--- config.mk ---
export PLATFORM = sky130hd
export DESIGN_NAME = adc_sweep_seq
export DESIGN_NICKNAME = d
export VERILOG_FILES = /design/src/rtl/adc_seq_pkg.sv /design/src/rtl/adc_trig_sync.sv /design/src/rtl/adc_result_bank.sv /design/src/rtl/adc_sweep_fsm.sv /design/src/rtl/adc_sweep_seq.sv
export SDC_FILE = /design/constraint.sdc
export NUM_CORES = 1
export LEC_CHECK = 0
export ABC_AREA = 1
export CAP_MARGIN = 20
export CORE_MARGIN = 4
export CORE_UTILIZATION = 49
export DETAILED_ROUTE_END_ITERATION = 8
export GPL_TIMING_DRIVEN = 0
export PLACE_DENSITY = 0.7
export SYNTH_ARGS = -nofsm -noshare
export SYNTH_HDL_FRONTEND = slang
export SYNTH_SLANG_ARGS = --single-unit
--- constraint.sdc ---
create_clock -name clk -period 2 [get_ports clk]
set_input_delay 0.2 -clock clk [delete_from_list [all_inputs] [get_ports clk]]
set_output_delay 0.2 -clock clk [all_outputs]
set_load 0.005 [all_outputs]
--- src/rtl/adc_seq_pkg.sv ---
package adc_seq_pkg;
  typedef enum logic [1:0] {
    PH_IDLE  = 2'd0,
    PH_FIRST = 2'd1,
    PH_HOLD  = 2'd2,
    PH_SWEEP = 2'd3
  } phase_t;
endpackage

--- src/rtl/adc_trig_sync.sv ---
module adc_trig_sync #(
  parameter int STAGES = 2
) (
  input  logic clk,
  input  logic rst,
  input  logic trig_n,
  output logic fall
);
  // STAGES synchronizer flops plus one history flop for edge compare
  logic [STAGES:0] pipe;

  always_ff @(posedge clk) begin
    if (rst) pipe[0] <= 1'b1;
    else     pipe[0] <= trig_n;
  end

  for (genvar i = 1; i <= STAGES; i++) begin : g_stage
    always_ff @(posedge clk) begin
      if (rst) pipe[i] <= 1'b1;
      else     pipe[i] <= pipe[i-1];
    end
  end

  assign fall = pipe[STAGES] & ~pipe[STAGES-1];
endmodule

--- src/rtl/adc_result_bank.sv ---
module adc_result_bank #(
  parameter int DEPTH = 8,
  parameter int DW    = 10,
  localparam int AW   = $clog2(DEPTH)
) (
  input  logic          clk,
  input  logic          we,
  input  logic [AW-1:0] waddr,
  input  logic [DW-1:0] wdata,
  input  logic [AW-1:0] raddr,
  output logic [DW-1:0] rdata
);
  logic [DW-1:0] mem [DEPTH];

  always_ff @(posedge clk) begin
    if (we) mem[waddr] <= wdata;
    rdata <= mem[raddr];
  end
endmodule

--- src/rtl/adc_sweep_fsm.sv ---
module adc_sweep_fsm
  import adc_seq_pkg::*;
#(
  parameter int NCH  = 8,
  localparam int CW  = $clog2(NCH),
  localparam int GW  = CW - 1
) (
  input  logic          clk,
  input  logic          rst,
  input  logic          enable,
  input  logic [GW-1:0] grp_sel,
  input  logic          fall,
  input  logic          conv_done,
  output phase_t        phase,
  output logic          conv_start,
  output logic [CW-1:0] conv_ch,
  output logic          sweep_irq,
  output logic          wr_en
);
  logic [CW-1:0] last_ch;
  logic          accept;

  assign last_ch = {grp_sel, 1'b1};
  assign accept  = enable && conv_done &&
                   (phase == PH_FIRST || phase == PH_SWEEP);
  assign wr_en   = accept;

  always_ff @(posedge clk) begin
    if (rst) begin
      phase      <= PH_IDLE;
      conv_start <= 1'b0;
      conv_ch    <= '0;
      sweep_irq  <= 1'b0;
    end else begin
      conv_start <= 1'b0;
      sweep_irq  <= 1'b0;
      if (!enable) begin
        phase <= PH_IDLE;
      end else begin
        unique case (phase)
          PH_IDLE: if (fall) begin
            phase      <= PH_FIRST;
            conv_ch    <= '0;
            conv_start <= 1'b1;
          end
          PH_FIRST: if (accept) phase <= PH_HOLD;
          PH_HOLD: if (fall) begin
            phase      <= PH_SWEEP;
            conv_ch    <= CW'(1);
            conv_start <= 1'b1;
          end
          PH_SWEEP: if (accept) begin
            if (conv_ch == last_ch) begin
              phase     <= PH_IDLE;
              sweep_irq <= 1'b1;
            end else begin
              conv_ch    <= conv_ch + CW'(1);
              conv_start <= 1'b1;
            end
          end
          default: phase <= PH_IDLE;
        endcase
      end
    end
  end
endmodule

--- src/rtl/adc_sweep_seq.sv ---
module adc_sweep_seq
  import adc_seq_pkg::*;
#(
  parameter int NCH         = 8,
  parameter int RES_W       = 10,
  parameter int SYNC_STAGES = 2,
  localparam int CW         = $clog2(NCH),
  localparam int GW         = CW - 1
) (
  input  logic             clk,
  input  logic             rst,
  input  logic             enable,
  input  logic [GW-1:0]    grp_sel,
  input  logic             trig_n,
  output logic             conv_start,
  output logic [CW-1:0]    conv_ch,
  input  logic             conv_done,
  input  logic [RES_W-1:0] conv_result,
  input  logic [CW-1:0]    rd_ch,
  output logic [RES_W-1:0] rd_data,
  output logic             sweep_irq,
  output logic [1:0]       state_o
);
  logic   fall;
  logic   wr_en;
  phase_t phase;

  adc_trig_sync #(.STAGES(SYNC_STAGES)) u_sync (
    .clk(clk), .rst(rst), .trig_n(trig_n), .fall(fall)
  );

  adc_sweep_fsm #(.NCH(NCH)) u_fsm (
    .clk(clk), .rst(rst), .enable(enable), .grp_sel(grp_sel),
    .fall(fall), .conv_done(conv_done), .phase(phase),
    .conv_start(conv_start), .conv_ch(conv_ch),
    .sweep_irq(sweep_irq), .wr_en(wr_en)
  );

  adc_result_bank #(.DEPTH(NCH), .DW(RES_W)) u_bank (
    .clk(clk), .we(wr_en), .waddr(conv_ch), .wdata(conv_result),
    .raddr(rd_ch), .rdata(rd_data)
  );

  assign state_o = phase;
endmodule

==> Word level (Yosys, flattened, before mapping) <==
Memories as Yosys holds them, arrays and structs flattened. A register that Yosys moved wholly into a read port is not among the register bits.
Cells that the tools add are included.
{ "word_totals": {"regBits": 10, "ramBits": 80, "in_bits": 20, "out_inout_bits": 17, "elab_cells": 52, "mem_count": 1} }
{ "mem_list": {"columns": ["name", "words", "width", "read_ports", "rd_clocked_by_memory_dff", "wr", "line", "rtl"], "rows": [
  ["u_bank.mem", 8, 10, 1, 1, 1, "adc_result_bank.sv:13", "logic [DW-1:0] mem [DEPTH];"]
]} }
{ "op_classes": {"add_sub_neg": 1, "n_eq_ne": 10, "muxes": 18, "bitwise_logic": 5, "n_reduce_logical": 10} }
{ "ops": {"columns": ["op", "count"], "rows": [
  ["3-bit 2-to-1 mux", 4],
  ["2-bit 2-to-1 mux", 5],
  ["3-bit case mux with 3 select lines", 1],
  ["2-bit inequality test, second input constant", 4],
  ["2-bit case mux with 4 select lines", 1],
  ["1-bit 2-to-1 mux", 6],
  ["6-bit AND reduction", 1],
  ["5-bit AND reduction", 1],
  ["2-bit == test, second input constant", 2],
  ["2-bit by 1-bit inequality test with 1-bit output, second input constant", 2],
  ["1-bit inverter", 4],
  ["2-bit OR reduction", 2],
  ["4-bit OR reduction", 1],
  ["3-bit by 1-bit adder with 3-bit output, second input constant", 1],
  ["3-bit == test", 1],
  ["3-bit nonzero test", 1],
  ["2-bit by 1-bit == test with 1-bit output, second input constant", 1],
  ["1-bit logical AND", 2],
  ["2-bit zero test", 1],
  ["1-bit case mux with 2 select lines", 1],
  ["1-bit bitwise AND", 1],
  ["1-bit logical OR", 1]
]} }

==> Logic depth before layout (Yosys ltp) <==
Gate-level depths: netlist of run 1.
{ "depth": {"word_depth": 5, "ltp_mapped": 10, "ltp_nobuf": 10} }

==> Hierarchy <==
A second synthesis of run 1 with hierarchy kept.
{ "unflattened": {"hier_cells": 468, "area_unflattened_um2": 4440.5} }
{ "by_module_without_submodules": {"columns": ["module", "instances", "cells_each", "area_per_inst_um2", "seq_area_each_um2"], "rows": [
  ["adc_result_bank", 1, 374, 3813.7, 2602.5],
  ["adc_sweep_fsm", 1, 82, 533.0, 140.1],
  ["adc_trig_sync", 1, 12, 93.8, 60.1]
]} }

==> Least setup slack after synthesis of run 1 <==
Ideal clock, no wire load.
{ "synth_path": {"kind": "reg-to-reg", "from": "register u_fsm.phase[0]", "to": "memory u_bank.mem[1][0] (enable)", "setup_time_ps": 376, "t_arrival_ps": 1414, "required_time_ps": 1624, "path_slack_ps": 210, "stages_incl_launch_ff": 6, "n_path_buf": 0, "synth_period_minus_slack_ps": 1790, "cell_sequence": "dfxtp_1 > ha_1 > o21bai_1 > inv_2 > nand2_1 > nor2_1"} }
{ "synth_between": {"elab_chain_cells": 5, "word_cells_on_any_way": 6, "cone_classes": "2 x eq/ne; 2 x mux; 2 x reduce/logical"} }
{ "synth_rtl": {"columns": ["item", "line", "rtl"], "rows": [
  ["from (decl)", "adc_sweep_fsm.sv:14", "output phase_t phase,"],
  ["from (signal assigned)", "adc_sweep_fsm.sv:30", "phase <= PH_IDLE;"],
  ["from (signal assigned)", "adc_sweep_fsm.sv:38", "phase <= PH_IDLE;"],
  ["from (signal assigned)", "adc_sweep_fsm.sv:42", "phase <= PH_FIRST;"],
  ["2-bit by 1-bit == test with 1-bit output / 2-bit == test (equally long branches)", "adc_sweep_fsm.sv:25", "(phase == PH_FIRST || phase == PH_SWEEP);"],
  ["1-bit logical OR *", "adc_sweep_fsm.sv:25", null],
  ["1-bit logical AND *", "adc_sweep_fsm.sv:24", "assign accept = enable && conv_done &&"],
  ["1-bit 2-to-1 mux *", "adc_result_bank.sv:16", "if (we) mem[waddr] <= wdata;"],
  ["1-bit 2-to-1 mux (not written as such) *", "adc_result_bank.sv:16", null],
  ["to (decl)", "adc_result_bank.sv:13", null]
]} }
Every way passes the cells marked *; elsewhere a longest branch is shown, timed or not.

==> Final worst setup path of run 1 <==
{ "layout_path": {"from": "register u_fsm.phase[0]", "to": "memory u_bank.mem[0][4] (enable)"} }
The elaborated chain is that of the path after synthesis.

==> results of run 1 <==
## power groups by stage
stage	logic (mW)	registers [mW]	clock network, mW
6_report	0.329	2.29	1.28
5_1_grt	0.362	2.29	1.37
4_1_cts	0.330	2.29	1.29
3_5_place_dp	0.324	2.34	0
3_3_place_gp	0.317	2.34	0
2_1_floorplan	0.158	2.34	0
## critical path: stages (launching register included)
cell and delay (ps):
dfxtp_1 440, ha_1 360, o21bai_1 150, inv_2 70, nand2_1 130, nor2_2 530
## kinds of logic after synthesis
kind of cell,after synthesis
adders and majority gates,6
and+or+nand+nor,146
buffers and inverters,28
AOI/OAI and AO/OA,49
DFF,100
## worst paths after layout
| check | cells past startpoint | to |
|---|---|---|
| worst max register to register | 5 | u_bank.mem[0][4]$_DFFE_PP_ |
| worst max-delay path | 5 | u_bank.mem[0][4]$_DFFE_PP_ |
| worst min-delay path | 2 | u_sync.pipe[0]$_SDFF_PP1_ |
| worst min register to register | 1 | u_sync.pipe[1]$_SDFF_PP1_ |
## Yosys cell counts, types with 2 or more instances
| master | number | area share |
|---|---|---|
| nand2_4 | 2 | 0.0057 |
| clkbuf_1 | 9 | 0.0086 |
| o21ai_0 | 20 | 0.025 |
| o21ai_1 | 2 | 0.0025 |
| nor2_2 | 2 | 0.0032 |
| nand3_1 | 4 | 0.0051 |
| nor2_1 | 77 | 0.074 |
| or2_2 | 3 | 0.0048 |
| o32ai_1 | 20 | 0.045 |
| dfxtp_1 | 20 | 0.10 |
| buf_2 | 4 | 0.0051 |
| edfxtp_1 | 80 | 0.61 |
| ha_1 | 6 | 0.019 |
| inv_1 | 8 | 0.0076 |
| a21oi_1 | 4 | 0.0051 |
| nand2_1 | 51 | 0.049 |
| o21bai_1 | 2 | 0.0038 |
| inv_2 | 6 | 0.0057 |
## registers in the layout, summed over array words and instances (netlist names)
| name | count |
|---|---|
| u_sync.pipe | 3 |
| u_fsm.conv_ch | 3 |
| u_bank.rdata | 10 |
| u_fsm.conv_start | 1 |
| u_bank.mem | 80 |
| u_fsm.phase | 2 |
| u_fsm.sweep_irq | 1 |
## area by class of cell
type	count	area share
Multi-Input combinational cell	201	0.2237
Tap cell	102	0.02703
Buffer	13	0.01140
Inverter	15	0.01193
Sequential cell	100	0.5937
Clock buffer	12	0.03074
Timing Repair Buffer	39	0.09117
Clock inverter	4	0.01034
## repair_timing
action,in CTS,in global routing
setup buffers,0,4
setup endpoints to repair,80,78
pin swaps,0,4
gates resized for setup,10,2
## routing by layer
layer  wire (um)  part of all wire
met4         111             0.013
met3         443             0.054
met5           0                 0
met1        3367              0.41
met2        4304              0.52
## metrics by stage
| stage | setup TNS (ps) | std cells |
|---|---|---|
| 3_3_place_gp | -23000 | 466 |
| 4_1_cts | -4484 | 482 |
| 3_5_place_dp | -25550 | 466 |
| 2_1_floorplan | 0 | 329 |
| 6_report | -467.3 | 486 |
| 5_1_grt | -4715 | 486 |
==> impl_metrics.env, run 1 <==
export IMPL_drc=0
export IMPL_ys_types=27
export IMPL_drt_iter0_drc=157
export IMPL_maxCapViolCount=0
export IMPL_muxShareOfSynthArea=0
export IMPL_gp_congestion=0.7956
export IMPL_final_common_cell="edfxtp_1"
export IMPL_slew_headroom=0.5769
export IMPL_ant_nets=0
export IMPL_setup_ws_ps=-41.73
export IMPL_crit_type="register to register"
export IMPL_hpwl_um=5319
export IMPL_vias=2594
export IMPL_worstReg2RegStart="u_fsm.phase[0]$_SDFFE_PP0P_"
export IMPL_clk_pin_slew_worst_paths_ps=90
export IMPL_p_int_mw=3.028
export IMPL_grt_usage=0.1740
export IMPL_cts_sinks=100
export IMPL_fp_dieH_um=97.54
export IMPL_synth_compound_area_frac=0.08344
export IMPL_power_frac_comb=0.085
export IMPL_cp_required_ps=1990
export IMPL_num_rows=32
export IMPL_fin_crit_ps=2042
export IMPL_rsz0062_at_grt="true"
export IMPL_slew_violations=0
export IMPL_reg2reg_slack_ps=-40
export IMPL_path_max_fanout=10
export IMPL_synth_enable_flop_cells=80
export IMPL_min_path_type="input pin to register"
export IMPL_grt_pass1_vias=2605
export IMPL_fin_area_um2=4721
export IMPL_area_growth_pct=20.16
export IMPL_insertedDiodeCount=0
export IMPL_cp_end_kind="register"
export IMPL_use_met1=0.2155
export IMPL_fin_util=0.6078
export IMPL_die_area_um2=9514
export IMPL_cts_root_buf="clkbuf_8"
export IMPL_grt_busiest_layer="met2"
export IMPL_fill_cells=619
export IMPL_grt_pass1_wl_um=12900
export IMPL_seqCellArea_um2=2803
export IMPL_gr_usage_met3=0.02728
export IMPL_synthXorXnorAreaFrac=0
export IMPL_use_met2=0.3084
export IMPL_htreeDepth=3
export IMPL_vdd_drop_max_mv=0.3536
export IMPL_synth_warnings=0
export IMPL_routedWlPerCell_um=16.93
export IMPL_synth_top_family_by_area="simple AND/OR/NAND/NOR gates"
export IMPL_post_place_ws_ps=-367.6
export IMPL_cts_buffer_depth=2
export IMPL_fin_hold_ws_ps=401.7
export IMPL_cellLeakagePower_nw=1.657
export IMPL_fin_skew_ps=10.16
export IMPL_switching_share=0.2225
export IMPL_cp_arrival_ps=2030
export IMPL_powerDensity_nw_per_um2=824.9
export IMPL_start_kind="register"
export IMPL_tightestPinTransition_ps=634.0
export IMPL_ys_seq_area_frac=0.7134
export IMPL_drtPass1Iterations=5
export IMPL_hold_start="trig_n"
export IMPL_cts_tree="yes"
export IMPL_violations="setup timing"
export IMPL_final_hold_violation_count=0
export IMPL_initial_core_util=0.5058
export IMPL_wl_um=8226
export IMPL_ys_async_sr_fraction=0
export IMPL_final_cell_mix="edfxtp_1, nor2_1, nand2_1"
export IMPL_timing_fmax_mhz=489.8
export IMPL_grt_max_degree=16
export IMPL_critical_path_startpoint="u_fsm.phase[0]$_SDFFE_PP0P_"
export IMPL_cts_hold_fix_buffers=0
export IMPL_netlist_instances=329
export IMPL_cts_buffers=9
export IMPL_clkPwrFrac=0.328
export IMPL_nNetsFinal=405
export IMPL_drive_gt1_frac=0.1224
export IMPL_power_switching_mw=0.8663
export IMPL_synth_nets=355
export IMPL_dieWidth_um=97.54
export IMPL_setup_violations_final=20
export IMPL_synthSimpleGateAreaFrac=0.1561
export IMPL_routed_via_density=5.337
export IMPL_io_buffers=35
export IMPL_core_area_um2=7767
export IMPL_clk_latency_ps=360
export IMPL_synth_seq_cells=100
export IMPL_num_io_pins=37
export IMPL_syn_avg_cell_area_um2=11.94
export IMPL_antenna_found_initial=0
export IMPL_synthAdderAreaFrac=0.01911
export IMPL_synth_ff_type="edfxtp_1"
export IMPL_finalCritPeriodShare=1.021
export IMPL_pwr_share_seq=0.588
export IMPL_power_total_mw=3.894
export IMPL_grt_overflow=0
export IMPL_multi_input_area_um2=1056
export IMPL_placed_area_um2=4407
export IMPL_synth_area_um2=3929
export IMPL_outcome="finished, violations left"
(Power assumes the default switching activity.)
==> run 2, diff against run 1 <==
- TNS_END_PERCENT: default -> 20
==> run 2 against run 1 <==
  * The flow now finishes without violations
  * Design area fell by 1.6%
  * Fmax grew 5.3%
  * Via count fell by 0.66%
  * Non-clock buffer count shrank 4
  * Worst hold slack got worse by 3.7 ps
  * Cell count fell by 0.82%
  * Critical path type unchanged
  * Critical endpoint is now u_bank.mem[0][8]$_DFFE_PP_
  * Largest cell class unchanged
==> impl_metrics.env, run 2 (synthesis results as in run 1) <==
export IMPL_setup_ws_ps=61.82
export IMPL_setup_violations_final=0
export IMPL_clk_latency_ps=360
export IMPL_fp_dieH_um=97.54
export IMPL_top_layer="met4"
export IMPL_reg2reg_slack_ps=60
export IMPL_io_buffers=35
export IMPL_initial_core_util=0.5058
export IMPL_post_place_ws_ps=-367.6
export IMPL_area_growth_pct=18.18
export IMPL_wl_met3_um=415
export IMPL_dieWidth_um=97.54
export IMPL_drc=0
export IMPL_regMostFlops="u_bank.mem"
export IMPL_num_io_pins=37
export IMPL_final_cell_mix="edfxtp_1, nor2_1, nand2_1"
export IMPL_vias=2577
export IMPL_cp_end_kind="register"
export IMPL_nNetsFinal=401
export IMPL_ff2ff_path_depth=5
export IMPL_vdd_drop_max_mv=0.3527
export IMPL_grt_overflow=0
export IMPL_cts_sinks=100
export IMPL_num_rows=32
export IMPL_top_regs="u_bank.mem (80), u_bank.rdata (10)"
export IMPL_insertedDiodeCount=0
export IMPL_maxCapViolCount=0
export IMPL_post_cts_buffers=0
export IMPL_grt_pass1_wl_um=12900
export IMPL_drive_gt1_frac=0.1158
export IMPL_final_common_cell="edfxtp_1"
export IMPL_final_hold_violation_count=0
export IMPL_finalCritPeriodShare=0.9691
export IMPL_start_kind="register"
export IMPL_cp_arrival_ps=1930
export IMPL_fin_crit_ps=1938
export IMPL_path_max_fanout=10
export IMPL_crit_type="register to register"
export IMPL_slew_violations=0
export IMPL_cts_hold_fix_buffers=0
export IMPL_drt_iter0_drc=151
export IMPL_powerDensity_nw_per_um2=838.5
export IMPL_placed_cells=466
export IMPL_hpwl_um=5319
export IMPL_cellLeakagePower_nw=1.623
export IMPL_tightestPinTransition_ps=622.0
export IMPL_wl_met1_um=3377
export IMPL_grt_pass1_vias=2605
export IMPL_largest_register_ffs=80
export IMPL_die_area_um2=9514
export IMPL_routedWlPerCell_um=16.96
export IMPL_wl_um=8174
export IMPL_cts_root_buf="clkbuf_8"
export IMPL_setup_tns_ps=0
export IMPL_antenna_found_initial=0
export IMPL_slew_headroom=0.5849
export IMPL_htreeDepth=3
export IMPL_hold_start="rd_ch[1]"
export IMPL_post_cts_resized=10
export IMPL_fin_hold_ws_ps=398.0
export IMPL_holdPathEnd="u_bank.rdata[9]$_DFF_P_"
export IMPL_clk_pin_slew_worst_paths_ps=90
export IMPL_r2r_end="u_bank.mem[0][8]$_DFFE_PP_"
export IMPL_cts_tree="yes"
export IMPL_cts_buffer_depth=2
export IMPL_rsz0062_at_grt="true"
export IMPL_met2_length_um=4241
export IMPL_grt_max_degree=16
export IMPL_routed_via_density=5.346
export IMPL_core_area_um2=7767
export IMPL_min_path_type="input pin to register"
export IMPL_drtPass1Iterations=4
export IMPL_worstReg2RegStart="u_fsm.phase[0]$_SDFFE_PP0P_"
export IMPL_timing_fmax_mhz=515.9
export IMPL_cp_required_ps=1990
export IMPL_hold_depth=5
export IMPL_gp_congestion=0.7956
export IMPL_ant_nets=0
export IMPL_outcome="completed"
export IMPL_cts_buffers=9
export IMPL_fin_cells=482
export IMPL_fin_skew_ps=6.981
export IMPL_grt_usage=0.1740
==> run 2: per-layer routing <==
layer | up-vias | global-route usage
met4 | 0 | 0.06070
met3 | 15 | 0.02728
li1 | 1244 | -
met2 | 84 | 0.3084
met5 | - | 0
met1 | 1234 | 0.2155
==> run 2: where the power goes <==
group          switching [mW]  internal, mW
clock network           0.663         0.613
logic                   0.185         0.144
registers              0.0173          2.27
total                   0.865          3.03
==> run 2: how the worst max path moves through the flow <==
stage	startpoint	endpoint	slack, ps	cells past startpoint
detailed placement	enable	u_bank.mem[0][8]$_DFFE_PP_	-370	6
global placement	enable	u_bank.mem[4][1]$_DFFE_PP_	-340	6
CTS	u_fsm.phase[0]$_SDFFE_PP0P_	u_bank.mem[2][4]$_DFFE_PP_	-220	5
global route	u_fsm.phase[0]$_SDFFE_PP0P_	u_bank.mem[4][7]$_DFFE_PP_	-70	5
floorplan	u_fsm.phase[0]$_SDFFE_PP0P_	u_bank.mem[1][0]$_DFFE_PP_	210	5
finish	u_fsm.phase[0]$_SDFFE_PP0P_	u_bank.mem[0][8]$_DFFE_PP_	60	5
==> run 2: critical path: stages, from the launching register on <==
cell	delay, ps
dfxtp_1	430
ha_2	310
o21bai_1	120
inv_2	60
nand2_1	130
nor2_2	520
==> run 2: layout make-up <==
cell class	instances	area [um^2]
flip-flops and latches	100	2803
clock inverters	4	48.80
inverters	15	56.30
clock buffers	12	145.1
plain buffers	13	53.80
fillers	628	3124
repair buffers	35	350.3
well taps	102	127.6
multi-input cells	201	1059
==> run 2: per-stage QoR <==
step                cell area, um^2  total power, mW  utilization
global route                   4643            4.026       0.5978
floorplan                      3929            2.496            -
finish                         4643            3.893       0.5978
detailed placement             4407            2.661       0.5673
CTS                            4636            3.907       0.5968
global placement               4407            2.653       0.5673
==> run 3, diff against run 2 <==
- TNS_END_PERCENT: 20 -> 30
- clock period: 2 -> 2.24 ns (I/O delays scaled with it)
==> run 3 against run 2 <==
  * The run now ends with setup timing left
  * Die area did not move
  * Worst setup slack lost 140 ps
  * Design area shrank 0.65%
  * Sequential cell count stayed put
  * Via count down 0.35%
  * Clock-buffer cell count unchanged
  * Register-to-register slack lost 140 ps
  * Cell count unchanged
  * Critical path depth unchanged
  * Clock skew is 2.1 ps higher
  * Utilization fell by 0.39 points
  * Critical path type unchanged
  * Critical endpoint is now u_bank.mem[7][8]$_DFFE_PP_
  * Largest power group unchanged
==> impl_metrics.env, run 3 (synthesis results as in run 1) <==
export IMPL_insertedDiodeCount=0
export IMPL_grt_pass1_vias=2603
export IMPL_start_kind="register"
export IMPL_cellLeakagePower_nw=1.625
export IMPL_grt_usage=0.1733
export IMPL_cts_tree="yes"
export IMPL_die_area_um2=9514
export IMPL_top_layer="met4"
export IMPL_antenna_found_initial=0
export IMPL_timing_fmax_mhz=431.3
export IMPL_hpwl_um=5319
export IMPL_routed_via_density=5.328
export IMPL_maxCapViolCount=0
export IMPL_path_max_fanout=10
export IMPL_routedWlPerCell_um=16.82
export IMPL_num_rows=32
export IMPL_vdd_drop_max_mv=0.3214
export IMPL_post_cts_buffers=0
export IMPL_met2_length_um=4241
export IMPL_final_cell_mix="edfxtp_1, nor2_1, nand2_1"
export IMPL_gp_congestion=0.7956
export IMPL_initial_core_util=0.5058
export IMPL_vias=2568
export IMPL_outcome="finished, violations left"
export IMPL_clk_latency_ps=360
export IMPL_largest_register_ffs=80
export IMPL_violations="setup timing"
export IMPL_wl_met3_um=406
export IMPL_cts_buffer_depth=2
export IMPL_setup_violations_final=20
export IMPL_cp_end_kind="register"
export IMPL_fp_dieH_um=97.54
export IMPL_num_io_pins=37
export IMPL_worstReg2RegStart="u_fsm.phase[0]$_SDFFE_PP0P_"
export IMPL_powerDensity_nw_per_um2=753.5
export IMPL_drc=0
export IMPL_ant_nets=0
export IMPL_cts_hold_fix_buffers=0
export IMPL_cp_required_ps=2220
export IMPL_fill_cells=631
export IMPL_hold_start="trig_n"
export IMPL_placed_cells=466
export IMPL_slew_headroom=0.2937
export IMPL_hold_depth=2
export IMPL_cts_sinks=100
export IMPL_grt_overflow=0
export IMPL_ff2ff_path_depth=5
export IMPL_placed_area_um2=4407
export IMPL_final_common_cell="edfxtp_1"
export IMPL_final_hold_violation_count=0
export IMPL_top_regs="u_bank.mem (80), u_bank.rdata (10)"
export IMPL_cts_buffers=9
export IMPL_fin_util=0.5939
export IMPL_drive_gt1_frac=0.1053
export IMPL_holdPathEnd="u_sync.pipe[0]$_SDFF_PP1_"
export IMPL_r2r_end="u_bank.mem[7][8]$_DFFE_PP_"
export IMPL_drtPass1Iterations=5
export IMPL_crit_type="register to register"
export IMPL_nNetsFinal=401
export IMPL_min_path_type="input pin to register"
export IMPL_wl_met1_um=3314
export IMPL_regMostFlops="u_bank.mem"
export IMPL_rsz0062_at_grt="true"
export IMPL_fin_skew_ps=9.083
export IMPL_fin_crit_ps=2319
export IMPL_fin_area_um2=4613
export IMPL_post_place_ws_ps=-151.6
export IMPL_grt_pass1_wl_um=12850
export IMPL_wl_um=8105
export IMPL_cp_arrival_ps=2300
export IMPL_finalCritPeriodShare=1.035
export IMPL_core_area_um2=7767
export IMPL_drt_iter0_drc=154
export IMPL_area_growth_pct=17.42
export IMPL_clk_pin_slew_worst_paths_ps=100
export IMPL_reg2reg_slack_ps=-80
export IMPL_slew_violations=0
export IMPL_setup_ws_ps=-78.81
export IMPL_cts_root_buf="clkbuf_8"
export IMPL_grt_max_degree=16
export IMPL_dieWidth_um=97.54
export IMPL_htreeDepth=3
export IMPL_io_buffers=35
export IMPL_setup_tns_ps=-1083
export IMPL_tightestPinTransition_ps=1056
export IMPL_fin_cells=482
[run 3: changes by cell type in the layout (fill, tap and decap cells not counted)]
cell	change
nor2_4	-4
nor2_1	+3
ha_1	+1
ha_2	-1
nor2_2	+1
[run 3: area by class of cell]
type	instances	area (um^2)	share of cell area
sequential	100	2803	0.6075
timing repair buffer	35	350.3	0.07594
clock buffer	12	145.1	0.03146
tap	102	127.6	0.02766
multi-input combinational	201	1028	0.2229
clock inverter	4	48.80	0.01058
inverter	15	56.30	0.01221
buffer	13	53.80	0.01166
[run 3: where the power goes]
part	internal, mW	leakage [nW]	switching [mW]	total [mW]
clock	0.547	0.100	0.594	1.14
sequential	2.03	0.885	0.0155	2.04
combinational	0.128	0.640	0.163	0.291
[run 3: worst max-delay path by stage]
stage / cells past startpoint / end / startpoint
finish: 5 / u_bank.mem[7][8]$_DFFE_PP_ / u_fsm.phase[0]$_SDFFE_PP0P_
global route: 5 / u_bank.mem[7][9]$_DFFE_PP_ / u_fsm.phase[0]$_SDFFE_PP0P_
detailed placement: 6 / u_bank.mem[0][8]$_DFFE_PP_ / enable
floorplan: 5 / u_bank.mem[1][0]$_DFFE_PP_ / u_fsm.phase[0]$_SDFFE_PP0P_
CTS: 5 / u_bank.mem[7][8]$_DFFE_PP_ / u_fsm.phase[0]$_SDFFE_PP0P_
global placement: 6 / u_bank.mem[4][1]$_DFFE_PP_ / enable
[run 3: what timing repair did]
item                                    4_1_cts  5_1_grt
gates resized for setup                       3        2
endpoints found under the setup margin       50       50
pin swaps                                     0        0
[run 3: per-layer routing]
metal  vias to the layer above  track usage
met5                         -            0
met4                         0      0.06070
met3                        14      0.02728
met2                        78       0.3057
met1                      1235       0.2155
li1                       1241            -
[run 3: critical path, cell delays in order, from the launching register on]
cell and delay [ps]:
dfxtp_1 440, ha_1 360, o21bai_1 150, inv_2 70, nand2_1 100, nor2_1 820
[run 3: stage by stage]
step                hold WS, ps  total power [mW]
floorplan                 302.7             2.229
global placement          393.8             2.369
detailed placement        408.5             2.376
CTS                       407.7             3.485
global route              417.2             3.591
finish                    425.9             3.476
